File: src/rtl/i2s_tx_pkg.sv
package i2s_tx_pkg;

  typedef enum logic [1:0] {
    CHM_BOTH   = 2'd0,
    CHM_RIGHT  = 2'd1,
    CHM_LEFT   = 2'd2,
    CHM_SILENT = 2'd3
  } chan_mode_e;

  // Does the given slot (0 = left, 1 = right) carry its sample under mode m?
  function automatic logic slot_live(input chan_mode_e m, input logic right_slot);
    case (m)
      CHM_BOTH:  slot_live = 1'b1;
      CHM_RIGHT: slot_live = right_slot;
      CHM_LEFT:  slot_live = ~right_slot;
      default:   slot_live = 1'b0;
    endcase
  endfunction

endpackage

File: src/rtl/i2s_clk_div.sv
module i2s_clk_div #(
  parameter int DIVW = 8
) (
  input  logic            clk,
  input  logic            rst,
  input  logic            run,
  input  logic [DIVW-1:0] half,
  output logic            level,
  output logic            fall_tick
);

  logic [DIVW-1:0] cnt;
  logic            wrap;

  assign wrap      = (cnt == half - DIVW'(1));
  assign fall_tick = run && wrap && level;

  always_ff @(posedge clk) begin
    if (rst || !run) begin
      cnt   <= '0;
      level <= 1'b0;
    end else if (wrap) begin
      cnt   <= '0;
      level <= ~level;
    end else begin
      cnt <= cnt + DIVW'(1);
    end
  end

endmodule

File: src/rtl/i2s_frame_shift.sv
module i2s_frame_shift
  import i2s_tx_pkg::*;
#(
  parameter int SAMPW = 24,
  parameter int NARW  = 16,
  parameter int CNTW  = 6
) (
  input  logic             clk,
  input  logic             rst,
  input  logic             run,
  input  logic             step,
  input  logic             wide,
  input  chan_mode_e       mode,
  input  logic             pair_ok,
  input  logic [SAMPW-1:0] left_in,
  input  logic [SAMPW-1:0] right_in,
  output logic             sd,
  output logic             ws,
  output logic             take,
  output logic             starve
);

  localparam logic [CNTW-1:0] LAST_W = CNTW'(2*SAMPW - 1);
  localparam logic [CNTW-1:0] LAST_N = CNTW'(2*NARW - 1);
  localparam logic [CNTW-1:0] WORD_W = CNTW'(SAMPW);
  localparam logic [CNTW-1:0] WORD_N = CNTW'(NARW);
  localparam int              PAD    = SAMPW - NARW;

  logic [CNTW-1:0]  pos, pos_n, last, word_len;
  logic [SAMPW-1:0] shreg, rbuf, lnew, rnew;
  logic             frame_start, right_start;

  function automatic logic [SAMPW-1:0] justify(input logic [SAMPW-1:0] d, input logic wd);
    justify = wd ? d : (d << PAD);
  endfunction

  assign last        = wide ? LAST_W : LAST_N;
  assign word_len    = wide ? WORD_W : WORD_N;
  assign pos_n       = (pos == last) ? '0 : pos + CNTW'(1);
  assign frame_start = step && (pos_n == '0);
  assign right_start = step && (pos_n == word_len);
  assign take        = frame_start && pair_ok;
  assign starve      = frame_start && !pair_ok;
  assign lnew        = pair_ok ? left_in  : '0;
  assign rnew        = pair_ok ? right_in : '0;
  assign sd          = shreg[SAMPW-1];

  always_ff @(posedge clk) begin
    if (rst) begin
      pos   <= LAST_W;
      ws    <= 1'b0;
      shreg <= '0;
      rbuf  <= '0;
    end else if (!run) begin
      pos <= last;
      ws  <= 1'b0;
    end else if (step) begin
      pos <= pos_n;
      // Word select leads the data by one bit clock.
      ws  <= (pos_n >= word_len - CNTW'(1)) && (pos_n != last);
      if (frame_start) begin
        rbuf  <= rnew;
        shreg <= slot_live(mode, 1'b0) ? justify(lnew, wide) : '0;
      end else if (right_start) begin
        shreg <= slot_live(mode, 1'b1) ? justify(rbuf, wide) : '0;
      end else begin
        shreg <= shreg << 1;
      end
    end
  end

endmodule

File: src/rtl/i2s_pin_gate.sv
module i2s_pin_gate (
  input  logic clk,
  input  logic rst,
  input  logic oe,
  input  logic pol,
  input  logic mclk_i,
  input  logic bclk_i,
  input  logic ws_i,
  input  logic sd_i,
  output logic mclk_o,
  output logic bclk_o,
  output logic ws_o,
  output logic sd_o
);

  always_ff @(posedge clk) begin
    if (rst) begin
      mclk_o <= 1'b0;
      bclk_o <= 1'b0;
      ws_o   <= 1'b0;
      sd_o   <= 1'b0;
    end else begin
      mclk_o <= oe & mclk_i;
      ws_o   <= oe & ws_i;
      bclk_o <= oe ? (bclk_i ^ pol) : pol;
      if (oe) begin
        sd_o <= sd_i;
      end
    end
  end

endmodule

File: src/rtl/i2s_tx.sv
module i2s_tx
  import i2s_tx_pkg::*;
#(
  parameter int SAMPW = 24,
  parameter int NARW  = 16,
  parameter int DIVW  = 8
) (
  input  logic             clk,
  input  logic             rst,
  input  logic             en,
  input  logic             oe,
  input  logic             bclk_pol,
  input  logic [1:0]       chan_mode,
  input  logic             w24,
  input  logic [DIVW-1:0]  mclk_half,
  input  logic [DIVW-1:0]  bclk_half,
  input  logic             fifo_valid,
  input  logic [SAMPW-1:0] fifo_left,
  input  logic [SAMPW-1:0] fifo_right,
  output logic             fifo_pop,
  output logic             underrun,
  output logic             mclk_o,
  output logic             bclk_o,
  output logic             ws_o,
  output logic             sd_o
);

  localparam int NDIV = 2;   // index 0: master clock, index 1: bit clock
  localparam int CNTW = $clog2(2*SAMPW);

  logic [DIVW-1:0] half_q [NDIV];
  logic [DIVW-1:0] half_in [NDIV];
  logic [NDIV-1:0] lvl_v, fall_v;
  logic            wide_q;
  logic            unused_mclk_fall;
  logic            sd_int, ws_int, take, starve;

  assign half_in[0]       = mclk_half;
  assign half_in[1]       = bclk_half;
  assign unused_mclk_fall = fall_v[0];

  // Ratios and width are captured only while the circuit is off.
  always_ff @(posedge clk) begin
    if (rst) begin
      wide_q <= 1'b1;
    end else if (!en) begin
      wide_q <= w24;
    end
  end

  generate
    for (genvar g = 0; g < NDIV; g++) begin : g_div
      always_ff @(posedge clk) begin
        if (rst) begin
          half_q[g] <= DIVW'(1);
        end else if (!en) begin
          half_q[g] <= (half_in[g] == '0) ? DIVW'(1) : half_in[g];
        end
      end

      i2s_clk_div #(.DIVW(DIVW)) u_div (
        .clk       (clk),
        .rst       (rst),
        .run       (en),
        .half      (half_q[g]),
        .level     (lvl_v[g]),
        .fall_tick (fall_v[g])
      );
    end
  endgenerate

  i2s_frame_shift #(.SAMPW(SAMPW), .NARW(NARW), .CNTW(CNTW)) u_shift (
    .clk      (clk),
    .rst      (rst),
    .run      (en),
    .step     (fall_v[1]),
    .wide     (wide_q),
    .mode     (chan_mode_e'(chan_mode)),
    .pair_ok  (fifo_valid),
    .left_in  (fifo_left),
    .right_in (fifo_right),
    .sd       (sd_int),
    .ws       (ws_int),
    .take     (take),
    .starve   (starve)
  );

  always_ff @(posedge clk) begin
    if (rst) begin
      fifo_pop <= 1'b0;
      underrun <= 1'b0;
    end else begin
      fifo_pop <= take;
      underrun <= starve;
    end
  end

  i2s_pin_gate u_pins (
    .clk    (clk),
    .rst    (rst),
    .oe     (oe),
    .pol    (bclk_pol),
    .mclk_i (lvl_v[0]),
    .bclk_i (lvl_v[1]),
    .ws_i   (ws_int),
    .sd_i   (sd_int),
    .mclk_o (mclk_o),
    .bclk_o (bclk_o),
    .ws_o   (ws_o),
    .sd_o   (sd_o)
  );

endmodule

File: config.mk
export PLATFORM = sky130hd
export DESIGN_NAME = i2s_tx
export DESIGN_NICKNAME = d
export VERILOG_FILES = /design/src/rtl/i2s_tx_pkg.sv /design/src/rtl/i2s_clk_div.sv /design/src/rtl/i2s_frame_shift.sv /design/src/rtl/i2s_pin_gate.sv /design/src/rtl/i2s_tx.sv
export SDC_FILE = /design/constraint.sdc
export NUM_CORES = 1
export LEC_CHECK = 0
export BUFFER_PORTS_ARGS = -buffer_cell sky130_fd_sc_hd__buf_2
export CAP_MARGIN = 20
export CORE_MARGIN = 8
export CORE_UTILIZATION = 62
export CTS_CLUSTER_DIAMETER = 60
export DETAILED_ROUTE_END_ITERATION = 6
export PLACE_DENSITY = 0.91
export SLEW_MARGIN = 20
export SYNTH_ARGS = -nofsm -noshare
export SYNTH_HDL_FRONTEND = slang
export SYNTH_SLANG_ARGS = --single-unit
File: constraint.sdc
create_clock -name clk -period 8.5 [get_ports clk]
set_input_delay 2.55 -clock clk [delete_from_list [all_inputs] [get_ports clk]]
set_output_delay 2.55 -clock clk [all_outputs]
set_load 0.05 [all_outputs]
==> PnR_summary.wiki <==
{| class="wikitable"
! Metric !! Value
|-
| CP required || 8.78 ns
|-
| Seq. cell area || 2083 sq um
|-
| Endpoint of the lowest-slack register-to-register path || u_shift.shreg[3]
|-
| Hold Crit Endpoint || u_shift.rbuf[23]
|-
| Remaining antenna violation count after routing || 0
|-
| Launch point of the worst reg-to-reg path || wide_q
|-
| Last weighted congestion value of the routability-driven placer || 0.9192
|-
| Most crowded layer after global routing || met2
|-
| Post-detailed-placement cell area || 5548 sq um
|-
| Antenna Diode Count || 0
|-
| CTS hold repair buffers || 0
|-
| RSZ-0062 raised after global routing || no
|-
| Via count || 4,519
|-
| Register-to-register setup slack || 4.71 ns
|-
| Post-Layout Cell Count || 734
|-
| Async set or reset register ratio after synthesis || 0%
|-
| Synthesized net count || 654
|-
| Cell type with the highest occurrence count on the critical path || nor2b_1
|-
| Stage delay of the slowest cell on the critical path || 0.94 ns
|-
| Static Leakage || 2.172 nW
|-
| VDD IR-drop max || 82.33 uV
|-
| Final cell utilization of the core || 70.20%
|-
| Synthesized netlist cell count || 572
|-
| Routed Wire Length || 13,010 um
|-
| Overall routing resource usage || 22.36%
|-
| Site row count || 33
|-
| Period utilization || 56.21%
|-
| Sequential group share of total power || 54.0%
|-
| Residual DRC || 0
|-
| Logic pwr share || 13.5%
|-
| Number of enable flip-flop cells after synthesis || 16
|-
| Register clock-pin slew on the reported worst setup and hold paths || 0.10 ns
|-
| Die footprint || 11,550 sq um
|-
| Total number of nets in the final design || 706
|-
| Final Hold Viols || 0
|-
| Number of buffers between clock root and the deepest sink || 2
|-
| Total power per unit cell area || 155.0 nW/um^2
|-
| Cell Chain, Critical Path || buf_2 > nor2b_1 > nor2b_1 > a32o_1 > a31oi_1 > a211oi_2
|-
| Global-route wire length before repair || 20,890 um
|-
| Combined area of the multi-input logic cells || 2883 sq um
|-
| Status || finished, final reports clean
|-
| Global-route track usage on met1 || 26.42%
|-
| Number of sinks on the clock net || 96
|-
| Vias in the first global route || 4,457
|-
| Boundary Pins || 79
|-
| Transition time of the tightest slew-check pin || 1.125 ns
|-
| # setup viols final || 0
|-
| Layout cells sized above 1 || 21.30%
|-
| Number of H-tree branching levels || 3
|-
| Placeable core area || 8175 sq um
|-
| Port bufs || 78
|-
| Highest Clock Rate || 209.3 MHz
|-
| Global routing usage on met2 || 37.51%
|-
| Worst-path cell with the longest stage delay || nor2b_1
|-
| Maximum fanout count along the critical path || 27
|-
| Hold Crit Class || reg2reg
|-
| Worst-Skew Late Latency || 0.37 ns
|-
| Layout-stage area growth over the synthesis result || 10.64%
|-
| Number of buffers added by the clock tree synthesis step || 9
|-
| Sequential area share after synthesis || 40.14%
|-
| Cell count of the worst hold path || 2
|-
| Average size of a mapped cell || 9.069 sq um
|-
| Post-route design area || 5739 sq um
|-
| Internal power || 648.1 uW
|-
| # resized after CTS || 0
|-
| Category of the worst setup path capture point || flop
|-
| Fill count || 631
|-
| Worst setup path category || in2reg
|-
| Data arrival at the endpoint of the critical path || 5.06 ns
|-
| Count of synthesis-stage warnings from yosys || 0
|-
| Setup total negative slack || 0 ns
|-
| Count of cell types in the netlist || 67
|-
| Number of violations reported at the end of detailed-routing iteration 0 || 249
|-
| Setup bufs post-CTS || 0
|-
| Max Clock Skew || 0.01383 ns
|-
| Max-slew headroom || 24.83%
|-
| Max Cap Viol || 0
|-
| Initial Utilization || 63.45%
|-
| Total grt overflow || 0
|-
| Wire length per cell || 17.73 um
|-
| Post-synthesis sequential element count || 96
|-
| Worst min-delay path startpoint || u_shift.rbuf[23]
|-
| Initial antenna violation count || 0
|-
| Switching power summed over all nets || 241.4 uW
|-
| Fin. max-slew vios || 0
|-
| Synthesized area || 5187 sq um
|-
| Post-DR vias/cell || 6.157
|-
| Height of the chip || 107.5 um
|-
| Clock tree from TritonCTS || built
|-
| Number of cells on the worst reg-to-reg path || 10
|-
| Met3 capacity usage during global routing || 4.072%
|-
| Post-DP HPWL || 9519 um
|-
| Number of cells in the design after placement || 718
|-
| Predominant post-synthesis flop cell || dfxtp_1
|-
| Largest net degree at the start of global routing || 51
|-
| Clock tree root driver cell || clkbuf_8
|-
| Clock group share of total power || 32.5%
|-
| Type of origin of the critical path || primary input
|-
| Share of total power consumed by net switching || 27.14%
|-
| Final Critical Period || 4.777 ns
|-
| Die extent in x || 107.5 um
|-
| Number of search-and-repair iterations in the first detailed-routing pass || 5
|}
[Yosys cell counts, types with 2 or more instances]
| cell type | count | area [sq um] |
|---|---|---|
| a211o_1 | 2 | 17.52 |
| mux2i_1 | 20 | 200.2 |
| o21ai_0 | 19 | 95.09 |
| or3b_1 | 2 | 17.52 |
| a31oi_1 | 5 | 31.28 |
| nor2b_1 | 4 | 25.02 |
| o41ai_1 | 2 | 17.52 |
| a22oi_1 | 20 | 150.1 |
| buf_4 | 2 | 15.01 |
| nor4_1 | 2 | 12.51 |
| edfxtp_1 | 16 | 480.5 |
| clkbuf_1 | 25 | 93.84 |
| a211oi_1 | 2 | 15.01 |
| and3b_1 | 3 | 26.28 |
| buf_1 | 2 | 7.510 |
| or3_1 | 4 | 25.02 |
| o31ai_1 | 16 | 120.1 |
| nor3_1 | 11 | 55.05 |
| buf_6 | 3 | 33.78 |
| mux2_2 | 16 | 180.2 |
| nor3b_1 | 2 | 15.01 |
| nand2_1 | 49 | 183.9 |
| nand3b_1 | 5 | 37.54 |
| xor2_1 | 18 | 157.7 |
| or4_1 | 3 | 22.52 |
| nand4_1 | 2 | 12.51 |
| a21oi_2 | 2 | 17.52 |
| buf_2 | 6 | 30.03 |
| ha_1 | 9 | 112.6 |
| dfxtp_1 | 80 | 1602 |
| a211oi_2 | 7 | 87.58 |
| and2_1 | 16 | 100.1 |
| a22o_1 | 5 | 43.79 |
| or3b_2 | 2 | 17.52 |
| a21oi_1 | 44 | 220.2 |
| xnor2_1 | 23 | 201.4 |
| and3_1 | 7 | 43.79 |
| a32o_1 | 2 | 20.02 |
| nand2b_1 | 2 | 12.51 |
| nand3_1 | 40 | 200.2 |
| inv_1 | 12 | 45.04 |
| nor2_1 | 35 | 131.4 |
[how the worst max path moves through the flow]
stage,from,slack [ns],endpoint
CTS,fifo_valid,3.83,u_shift.shreg[3]
floorplan,en,4.38,u_shift.shreg[1]
detailed placement,fifo_valid,3.44,u_shift.shreg[3]
finish,fifo_valid,3.72,u_shift.shreg[1]
global route,fifo_valid,3.61,u_shift.shreg[0]
global placement,fifo_valid,3.60,u_shift.shreg[1]
[flip-flops by register name, indices dropped and copies added, names as in the netlist]
signal / count
g_div.u_div.cnt: 16
g_div.u_div.level: 2
u_pins.ws_o: 1
half_q: 16
fifo_pop: 1
u_shift.shreg: 24
u_pins.bclk_o: 1
u_pins.sd_o: 1
u_pins.mclk_o: 1
u_shift.ws: 1
u_shift.rbuf: 24
u_shift.pos: 6
underrun: 1
wide_q: 1
[stage by stage]
step | worst slack [ns] | power, mW | hold slack, ns
2_1_floorplan | 4.376 | 0.5693 | 0.4248
3_3_place_gp | 3.603 | 0.6027 | 0.4351
3_5_place_dp | 3.436 | 0.6083 | 0.4443
4_1_cts | 3.829 | 0.8910 | 0.4609
5_1_grt | 3.609 | 0.9247 | 0.4881
6_report | 3.723 | 0.8895 | 0.4603
[cell type report]
type                       count  share of cell area [%]
timing repair buffer          80                   7.063
sequential                    96                   36.30
clock inverter                 5                  0.6758
inverter                      12                  0.7848
clock buffer                  11                   2.660
tap                          105                   2.289
multi-input combinational    425                   50.23
[per-layer routing]
metal / wire, um / up-vias / part of all wire [%]
met1: 5289 / 2146 / 41
met4: 519 / 0 / 4.0
met2: 6430 / 162 / 49
li1: - / 2171 / -
met5: 0 / - / 0
met3: 776 / 40 / 6.0
[power groups by stage]
| stage | logic, mW | registers [mW] | clock network, mW |
|---|---|---|---|
| floorplan | 0.0802 | 0.489 | 0 |
| global placement | 0.112 | 0.490 | 0 |
| detailed placement | 0.117 | 0.491 | 0 |
| CTS | 0.118 | 0.480 | 0.292 |
| global route | 0.131 | 0.482 | 0.312 |
| finish | 0.120 | 0.480 | 0.289 |
[critical path, delay by kind of cell]
family	cells	cell delay [ns]
AOI/OAI and AO/OA	3	0.57
and+or+nand+nor	2	1.56
buffers and inverters	1	0.36
[kinds of logic after synthesis]
logic type	count (synthesis)	share of synthesized area, %
AOI/OAI and AO/OA	140	18.89
DFF	96	40.14
muxes	36	7.332
and+or+nand+nor	199	19.92
adders and majority gates	9	2.171
xor gates and xnor gates	41	6.922
buffers and inverters	51	4.631
[cells in the final DEF (no fill, tap or decap), types with 3 or more instances in the layout]
cell	count
a211oi_2	7
a21oi_1	44
a22o_1	5
a22oi_1	20
a31oi_1	5
and2_1	16
and3_1	7
and3b_1	3
buf_2	78
clkbuf_8	9
dfxtp_1	79
edfxtp_1	16
ha_1	9
inv_1	12
mux2_2	16
mux2i_1	20
nand2_1	49
nand3_1	40
nand3b_1	5
nor2_1	35
nor2b_1	4
nor3_1	11
o21ai_0	19
o31ai_1	16
or3_1	4
or4_1	3
xnor2_1	23
xor2_1	18
Note: power is estimated with default switching activity, not from simulation.
